$ cat config.mk
export PLATFORM = sky130hd
export DESIGN_NAME = weave_addr_gen
export DESIGN_NICKNAME = d
export VERILOG_FILES = /design/src/rtl/wv_pkg.sv /design/src/rtl/wv_cfg_shadow.sv /design/src/rtl/wv_geom.sv /design/src/rtl/weave_addr_gen.sv
export SDC_FILE = /design/constraint.sdc
export NUM_CORES = 1
export LEC_CHECK = 0
export ABC_CLOCK_PERIOD_IN_PS = 12000
export CAP_MARGIN = 10
export CORE_MARGIN = 3
export CORE_UTILIZATION = 54
export DETAILED_ROUTE_END_ITERATION = 6
export PLACE_DENSITY = 0.74
export REMOVE_ABC_BUFFERS = 1
export SYNTH_ARGS = -nofsm -noshare
export SYNTH_HDL_FRONTEND = slang
export SYNTH_SLANG_ARGS = --single-unit
$ cat constraint.sdc
create_clock -name clk -period 12 [get_ports clk]
set_input_delay 1.8 -clock clk [delete_from_list [all_inputs] [get_ports clk]]
set_output_delay 1.8 -clock clk [all_outputs]
set_load 0.03 [all_outputs]
$ cat src/rtl/wv_pkg.sv
package wv_pkg;
    typedef enum logic [1:0] {
        PH_IDLE   = 2'd0,
        PH_LUMA   = 2'd1,
        PH_CHROMA = 2'd2
    } phase_e;
endpackage

$ cat src/rtl/wv_cfg_shadow.sv
module wv_cfg_shadow #(
    parameter int AW = 32,
    parameter int WW = 16,
    parameter int HW = 12
) (
    input  logic          clk,
    input  logic          rst_n,
    input  logic          load,
    input  logic [AW-1:0] in_base,
    input  logic [WW-1:0] in_width,
    input  logic [HW-1:0] in_height,
    input  logic [AW-1:0] in_c_offs,
    input  logic          in_fmt422,
    input  logic          in_ilace,
    output logic [AW-1:0] sh_base,
    output logic [WW-1:0] sh_width,
    output logic [HW-1:0] sh_height,
    output logic [AW-1:0] sh_c_offs,
    output logic          sh_fmt422,
    output logic          sh_ilace
);
    typedef struct packed {
        logic [AW-1:0] base;
        logic [WW-1:0] width;
        logic [HW-1:0] height;
        logic [AW-1:0] c_offs;
        logic          fmt422;
        logic          ilace;
    } shadow_t;

    shadow_t sh_d, sh_q;

    always_comb begin
        sh_d = sh_q;
        if (load) begin
            sh_d.base   = in_base;
            sh_d.width  = in_width;
            sh_d.height = in_height;
            sh_d.c_offs = in_c_offs;
            sh_d.fmt422 = in_fmt422;
            sh_d.ilace  = in_ilace;
        end
    end

    always_ff @(posedge clk or negedge rst_n) begin
        if (!rst_n) sh_q <= '0;
        else        sh_q <= sh_d;
    end

    assign sh_base   = sh_q.base;
    assign sh_width  = sh_q.width;
    assign sh_height = sh_q.height;
    assign sh_c_offs = sh_q.c_offs;
    assign sh_fmt422 = sh_q.fmt422;
    assign sh_ilace  = sh_q.ilace;
endmodule

$ cat src/rtl/wv_geom.sv
module wv_geom #(
    parameter int AW         = 32,
    parameter int WW         = 16,
    parameter int HW         = 12,
    parameter int LW         = 7,
    parameter int BEAT_BYTES = 4,
    parameter int LEN_IL     = 16,
    parameter int LEN_PR     = 64
) (
    input  logic [WW-1:0] width,
    input  logic [HW-1:0] height,
    input  logic          fmt422,
    input  logic          ilace,
    input  logic          fld,
    output logic [HW-1:0] lines_per_field,
    output logic [AW-1:0] y_stride,
    output logic [AW-1:0] y_foff,
    output logic [AW-1:0] c_stride,
    output logic [AW-1:0] c_foff,
    output logic [LW-1:0] burst_len,
    output logic [AW-1:0] burst_bytes
);
    localparam logic [AW-1:0] BB_IL = AW'(LEN_IL * BEAT_BYTES);
    localparam logic [AW-1:0] BB_PR = AW'(LEN_PR * BEAT_BYTES);

    logic [AW-1:0] w_ext;
    logic [AW-1:0] c_pitch;
    logic          lower_field;

    always_comb begin
        w_ext           = AW'(width);
        c_pitch         = fmt422 ? (w_ext << 1) : w_ext;
        lower_field     = ilace && !fld;
        lines_per_field = ilace ? (height >> 1) : height;
        y_stride        = ilace ? (w_ext << 1) : w_ext;
        y_foff          = lower_field ? w_ext : '0;
        c_stride        = ilace ? (c_pitch << 1) : c_pitch;
        c_foff          = lower_field ? c_pitch : '0;
        burst_len       = ilace ? LW'(LEN_IL) : LW'(LEN_PR);
        burst_bytes     = ilace ? BB_IL : BB_PR;
    end
endmodule

$ cat src/rtl/weave_addr_gen.sv
module weave_addr_gen #(
    parameter int AW         = 32,
    parameter int WW         = 16,
    parameter int HW         = 12,
    parameter int LW         = 7,
    parameter int BEAT_BYTES = 4,
    parameter int LEN_IL     = 16,
    parameter int LEN_PR     = 64
) (
    input  logic          clk,
    input  logic          rst_n,
    input  logic [AW-1:0] cfg_base,
    input  logic [WW-1:0] cfg_width,
    input  logic [HW-1:0] cfg_height,
    input  logic [AW-1:0] cfg_c_offs,
    input  logic          cfg_fmt422,
    input  logic          cfg_ilace,
    input  logic          line_start,
    input  logic          field,
    input  logic          field_end,
    output logic          req_valid,
    input  logic          req_ready,
    output logic [AW-1:0] req_addr,
    output logic [LW-1:0] req_len,
    output logic          req_chroma,
    output logic          frame_done
);
    import wv_pkg::*;

    typedef struct packed {
        phase_e        phase;
        logic          fld;
        logic [HW-1:0] line_cnt;
        logic [AW-1:0] y_off;
        logic [AW-1:0] c_off;
        logic [AW-1:0] byte_pos;
        logic          primed;
        logic          done;
    } state_t;

    state_t st_d, st_q;
    logic   load;

    logic [AW-1:0] sh_base, sh_c_offs;
    logic [WW-1:0] sh_width;
    logic [HW-1:0] sh_height;
    logic          sh_fmt422, sh_ilace;

    logic [HW-1:0] lines_per_field;
    logic [AW-1:0] y_stride, y_foff, c_stride, c_foff, burst_bytes;
    logic [LW-1:0] burst_len;
    logic          last_burst, chroma_line;

    wv_cfg_shadow #(.AW(AW), .WW(WW), .HW(HW)) u_shadow (
        .clk(clk), .rst_n(rst_n), .load(load),
        .in_base(cfg_base), .in_width(cfg_width), .in_height(cfg_height),
        .in_c_offs(cfg_c_offs), .in_fmt422(cfg_fmt422), .in_ilace(cfg_ilace),
        .sh_base(sh_base), .sh_width(sh_width), .sh_height(sh_height),
        .sh_c_offs(sh_c_offs), .sh_fmt422(sh_fmt422), .sh_ilace(sh_ilace)
    );

    wv_geom #(
        .AW(AW), .WW(WW), .HW(HW), .LW(LW), .BEAT_BYTES(BEAT_BYTES),
        .LEN_IL(LEN_IL), .LEN_PR(LEN_PR)
    ) u_geom (
        .width(sh_width), .height(sh_height), .fmt422(sh_fmt422),
        .ilace(sh_ilace), .fld(st_q.fld),
        .lines_per_field(lines_per_field), .y_stride(y_stride), .y_foff(y_foff),
        .c_stride(c_stride), .c_foff(c_foff), .burst_len(burst_len),
        .burst_bytes(burst_bytes)
    );

    always_comb begin
        st_d        = st_q;
        st_d.done   = 1'b0;
        load        = 1'b0;
        last_burst  = (st_q.byte_pos + burst_bytes) >= AW'(sh_width);
        chroma_line = sh_fmt422 || !st_q.line_cnt[0];

        if (!st_q.primed) begin
            load        = 1'b1;
            st_d.primed = 1'b1;
        end

        unique case (st_q.phase)
            PH_IDLE: begin
                if (st_q.primed && field_end) begin
                    st_d.line_cnt = '0;
                    st_d.y_off    = '0;
                    st_d.c_off    = '0;
                    if (!sh_ilace || !field) begin
                        load      = 1'b1;
                        st_d.done = 1'b1;
                    end
                end else if (st_q.primed && line_start &&
                             (st_q.line_cnt < lines_per_field)) begin
                    st_d.fld      = field;
                    st_d.byte_pos = '0;
                    st_d.phase    = PH_LUMA;
                end
            end
            PH_LUMA: begin
                if (req_ready) begin
                    if (last_burst) begin
                        st_d.byte_pos = '0;
                        st_d.y_off    = st_q.y_off + y_stride;
                        if (chroma_line) begin
                            st_d.phase = PH_CHROMA;
                        end else begin
                            st_d.phase    = PH_IDLE;
                            st_d.line_cnt = st_q.line_cnt + HW'(1);
                        end
                    end else begin
                        st_d.byte_pos = st_q.byte_pos + burst_bytes;
                    end
                end
            end
            PH_CHROMA: begin
                if (req_ready) begin
                    if (last_burst) begin
                        st_d.byte_pos = '0;
                        st_d.c_off    = st_q.c_off + c_stride;
                        st_d.phase    = PH_IDLE;
                        st_d.line_cnt = st_q.line_cnt + HW'(1);
                    end else begin
                        st_d.byte_pos = st_q.byte_pos + burst_bytes;
                    end
                end
            end
            default: st_d.phase = PH_IDLE;
        endcase
    end

    always_ff @(posedge clk or negedge rst_n) begin
        if (!rst_n) begin
            st_q       <= '0;
            st_q.phase <= PH_IDLE;
        end else begin
            st_q <= st_d;
        end
    end

    always_comb begin
        req_valid  = (st_q.phase == PH_LUMA) || (st_q.phase == PH_CHROMA);
        req_chroma = (st_q.phase == PH_CHROMA);
        req_len    = burst_len;
        if (st_q.phase == PH_CHROMA)
            req_addr = sh_base + sh_c_offs + c_foff + st_q.c_off + st_q.byte_pos;
        else
            req_addr = sh_base + y_foff + st_q.y_off + st_q.byte_pos;
    end

    assign frame_done = st_q.done;
endmodule

==> metrics.md <==
| Metric | Value |
|---|---|
| Fillers | 2701 |
| Initial antenna violation count | 0 |
| I/O pins | approximately 140 |
| Synth Area in Adders | 24.6% |
| Largest family of logic cells by synthesized area | adder cells |
| Vias in the first global route | about 15k |
| Fin util | 62.9% |
| Top-area cell type share of the netlist area | 28.1% |
| Worst-Skew Late Latency | 0.56 ns |
| Required @ worst endpoint | 10.20 ns |
| Fraction of layout instances using a drive strength above 1 | 8.47% |
| CP max-delay cell | a2111oi_0 |
| Commonest non-fill, non-tap cell in the layout | dfrtp_1 |
| PostCTS Resize Cnt | 0 |
| Nets@finish | 2407 |
| Number of synthesized flops with an enable pin | 0 |
| Multi-input logic area | 0.0120 mm^2 |
| Synth Flop Type | dfrtp_1 |
| Met3 WL | about 2.9 mm |
| Die height | approximately 190 um |
| Actual slew at the worst max-slew pin | 1.10 ns |
| CP Max Fanout | 15 |
| #FFs+latches synth | 201 |
| Fin crit period | approximately 9.4 ns |
| Yosys cell types | 73 |
| First DRT Iteration DRCs | 956 |
| Setup crit end kind | primary output |
| Mapped Area | 0.0179 mm^2 |
| Per-instance average area after synthesis | 9.37 um^2 |
| DIE AREA | roughly 0.035 mm^2 |
| CP cell instances | inv_1 > nor2_1 > nand2_1 > fa_1 > inv_1 > fa_1 > inv_1 > fa_1 > inv_1 > ha_1 > a2111o_1 > o2111ai_1 > a21oi_1 > a221o_1 > a2111oi_0 > o21ai_0 > a31oi_1 > xor2_1 > mux2i_1 > clkdlybuf4s50_1 |
| Status | complete, no violations |
| Vias per cell | 5.81 |
| Starting Density | 54.9% |
| Flop2flop setup slack | 6.68 ns |
| Num CTS Buffers | 25 |
| Final hold vios | 0 |
| Setup Skew | 0.0109 ns |
| Routed wire length on met2 | around 22 mm |
| Port Buf Inserts | 136 |
| Final setup TNS | 0 ns |
| Post-synthesis sequential area ratio | about 28% |
| Hold Crit Class | flop to flop |
| H-Tree Depth | 1 |
| Setup ws final | 2.64 ns |
| Met1 WL | ~20 mm |
| Arrival @ worst endpoint | 7.56 ns |
| Worst path bufs/invs | 5 |
| Pre-CTS setup slack | approximately 3.3 ns |
| Post-synthesis xor/xnor area fraction | 5.57% |
| Final WL | 47.2 mm |
| Die Width | between 150 and 200 um |
| Fmax | between 100 and 150 MHz |
| Leakage | between 9 and 10 nW |
| Remaining DRCs | 0 |
| Sink Count | 201 |
| Num rows | 66 |
| Largest net degree at the start of global routing | between 100 and 150 |
| Hold_buf cts | 0 |
| Synth area leaders | dfrtp_1, fa_1, ha_1 |
| Area taken by flip-flops and latches | 0.00503 mm^2 |
| First-pass GRT wire length | 76.6 mm |
| Final setup violation count | 0 |
| Startpoint Class | flop |
| Gr usage total | between 20% and 30% |
| Layout area overhead | 14.5% |
| CP top delay family | compound AO/OA/AOI/OAI gates |
| Synth Area in Simple Gates | roughly 14% |
| Routed Antenna Nets | 0 |
| Post-CTS setup buffers | 0 |
| TritonRoute pass-1 iters | 5 |
| Critical setup path kind | flop to primary output |
| Slew HR | a little over a quarter |
| Mux cell area share after synthesis | 6.75% |
| Total number of vias | 14.4k |
| CTS Root Cell | clkbuf_16 |
| Power Dens Cells | 227 mW/mm^2 |
| Drt wl/cell | ~19 um |
| Synth area leader | dfrtp_1 |
| RSZ-0062 raised after global routing | false |
| CTS max path bufs | 3 |
| Max Used Layer | met4 |
| Async SR Flop Fraction | 100% |
| Antenna cells | 0 |
| Clk slew on worst S/H paths | 0.06 ns |
| Core area | around 0.033 mm^2 |
| CTS tree | yes |
| Final period utilization | between 70% and 80% |
| RePlAce Congestion | between 0.9 and 1 |
| Slew Viols, Final | 0 |
| PnR Total Power | 0.00465 W |
| DP Area | 0.0197 mm^2 |
| Maxcap violations | 0 |
| Global route total overflow | 0 |
| Final design area excluding fillers | 0.0205 mm^2 |
| Crit-path most repeated cell | inv_1 |
| Peak VDD IR | ~180 uV |
| Compound-cell area share of the yosys netlist | 15.6% |
| Post-Synthesis Cells | 1912 |
| Synth warn | 0 |
| Maximum single-stage delay on the critical path | 0.88 ns |
| Detailed-placement wirelength estimate | 36.5 mm |
| Most frequent cells in the layout | dfrtp_1, nand2_1, ha_1 |
sequential cells by signal, summed over array words and instances, names as in the netlist:
name and count:
frame_done 1, st_q 106, u_shadow.sh_width 16, u_shadow.sh_base 32, u_shadow.sh_height 12, u_shadow.sh_ilace 1
u_shadow.sh_c_offs 32, u_shadow.sh_fmt422 1
path summary, 6_finish.rpt:
| check | startpoint | end | cells after the start |
|---|---|---|---|
| worst max-delay path | u_shadow.sh_ilace | req_addr[30] | 20 |
| worst min register to register | st_q[47] | st_q[47] | 2 |
| min in group asynchronous | rst_n | u_shadow.sh_c_offs[12] | 1 |
| worst min-delay path | st_q[47] | st_q[47] | 2 |
| max in group asynchronous | rst_n | u_shadow.sh_width[14] | 2 |
| worst max register to register | u_shadow.sh_ilace | st_q[101] | 18 |
cells in the mapped netlist (15+ instances only):
library cell / count
or3_1: 16
and2_1: 29
nor3_1: 31
clkbuf_1: 40
o21ai_0: 153
nand3_1: 35
inv_1: 165
mux2i_1: 23
a21o_1: 35
o31ai_1: 35
a211oi_1: 17
nor2_1: 108
and3_1: 16
o21bai_1: 15
xor2_1: 43
ha_1: 168
nand2_1: 194
mux2_2: 87
a21oi_1: 83
o21a_1: 19
fa_1: 115
nand2b_1: 22
dfrtp_1: 201
xnor2_1: 71
cell type report:
type	count	share of cell area, %
multi-input combinational	1481	58.4
sequential	201	24.5
timing repair buffer	150	7.17
clock inverter	18	0.976
clock buffer	28	3.20
tap	442	2.70
inverter	165	3.02
report_power, final:
part / switching [W] / total [W] / internal [W]
Combinational: 0.00174 / 0.00295 / 0.00121
Sequential: 0.000129 / 0.000906 / 0.000777
Clock: 0.000327 / 0.000790 / 0.000464
Total: 0.00220 / 0.00465 / 0.00245
worst register-to-register path: stages (launching register included):
cell      delay (ns)
dfrtp_2         0.35
buf_4           0.51
ha_1            0.32
ha_1            0.22
a21o_1          0.20
nand2_1         0.15
nor3_1          0.23
xnor2_1         0.14
ha_1            0.20
a21o_1          0.17
a21o_1          0.16
a21oi_1         0.18
o211ai_1        0.16
a211oi_1        0.39
and2_1          0.54
a211oi_1        0.17
o21ai_2         0.70
o21ai_0         0.20
a22o_1          0.21
per-stage QoR:
step                hold WS (ns)  instances
floorplan                  0.472       1847
global placement           0.498       2439
detailed placement         0.506       2439
CTS                        0.519       2485
global route               0.537       2485
finish                     0.521       2485
cells by family after synthesis:
group	after synthesis
and+or+nand+nor	527
AOI/OAI and AO/OA	441
adders and majority gates	283
buffers and inverters	234
DFF	201
xor gates and xnor gates	114
muxes	110
other	2
routing by layer:
layer	global-route usage (%)	vias up
li1	-	6872
met5	0	-
met4	7.99	0
met2	44.4	462
met1	36.7	7005
met3	4.13	87
(Power assumes the default switching activity.)
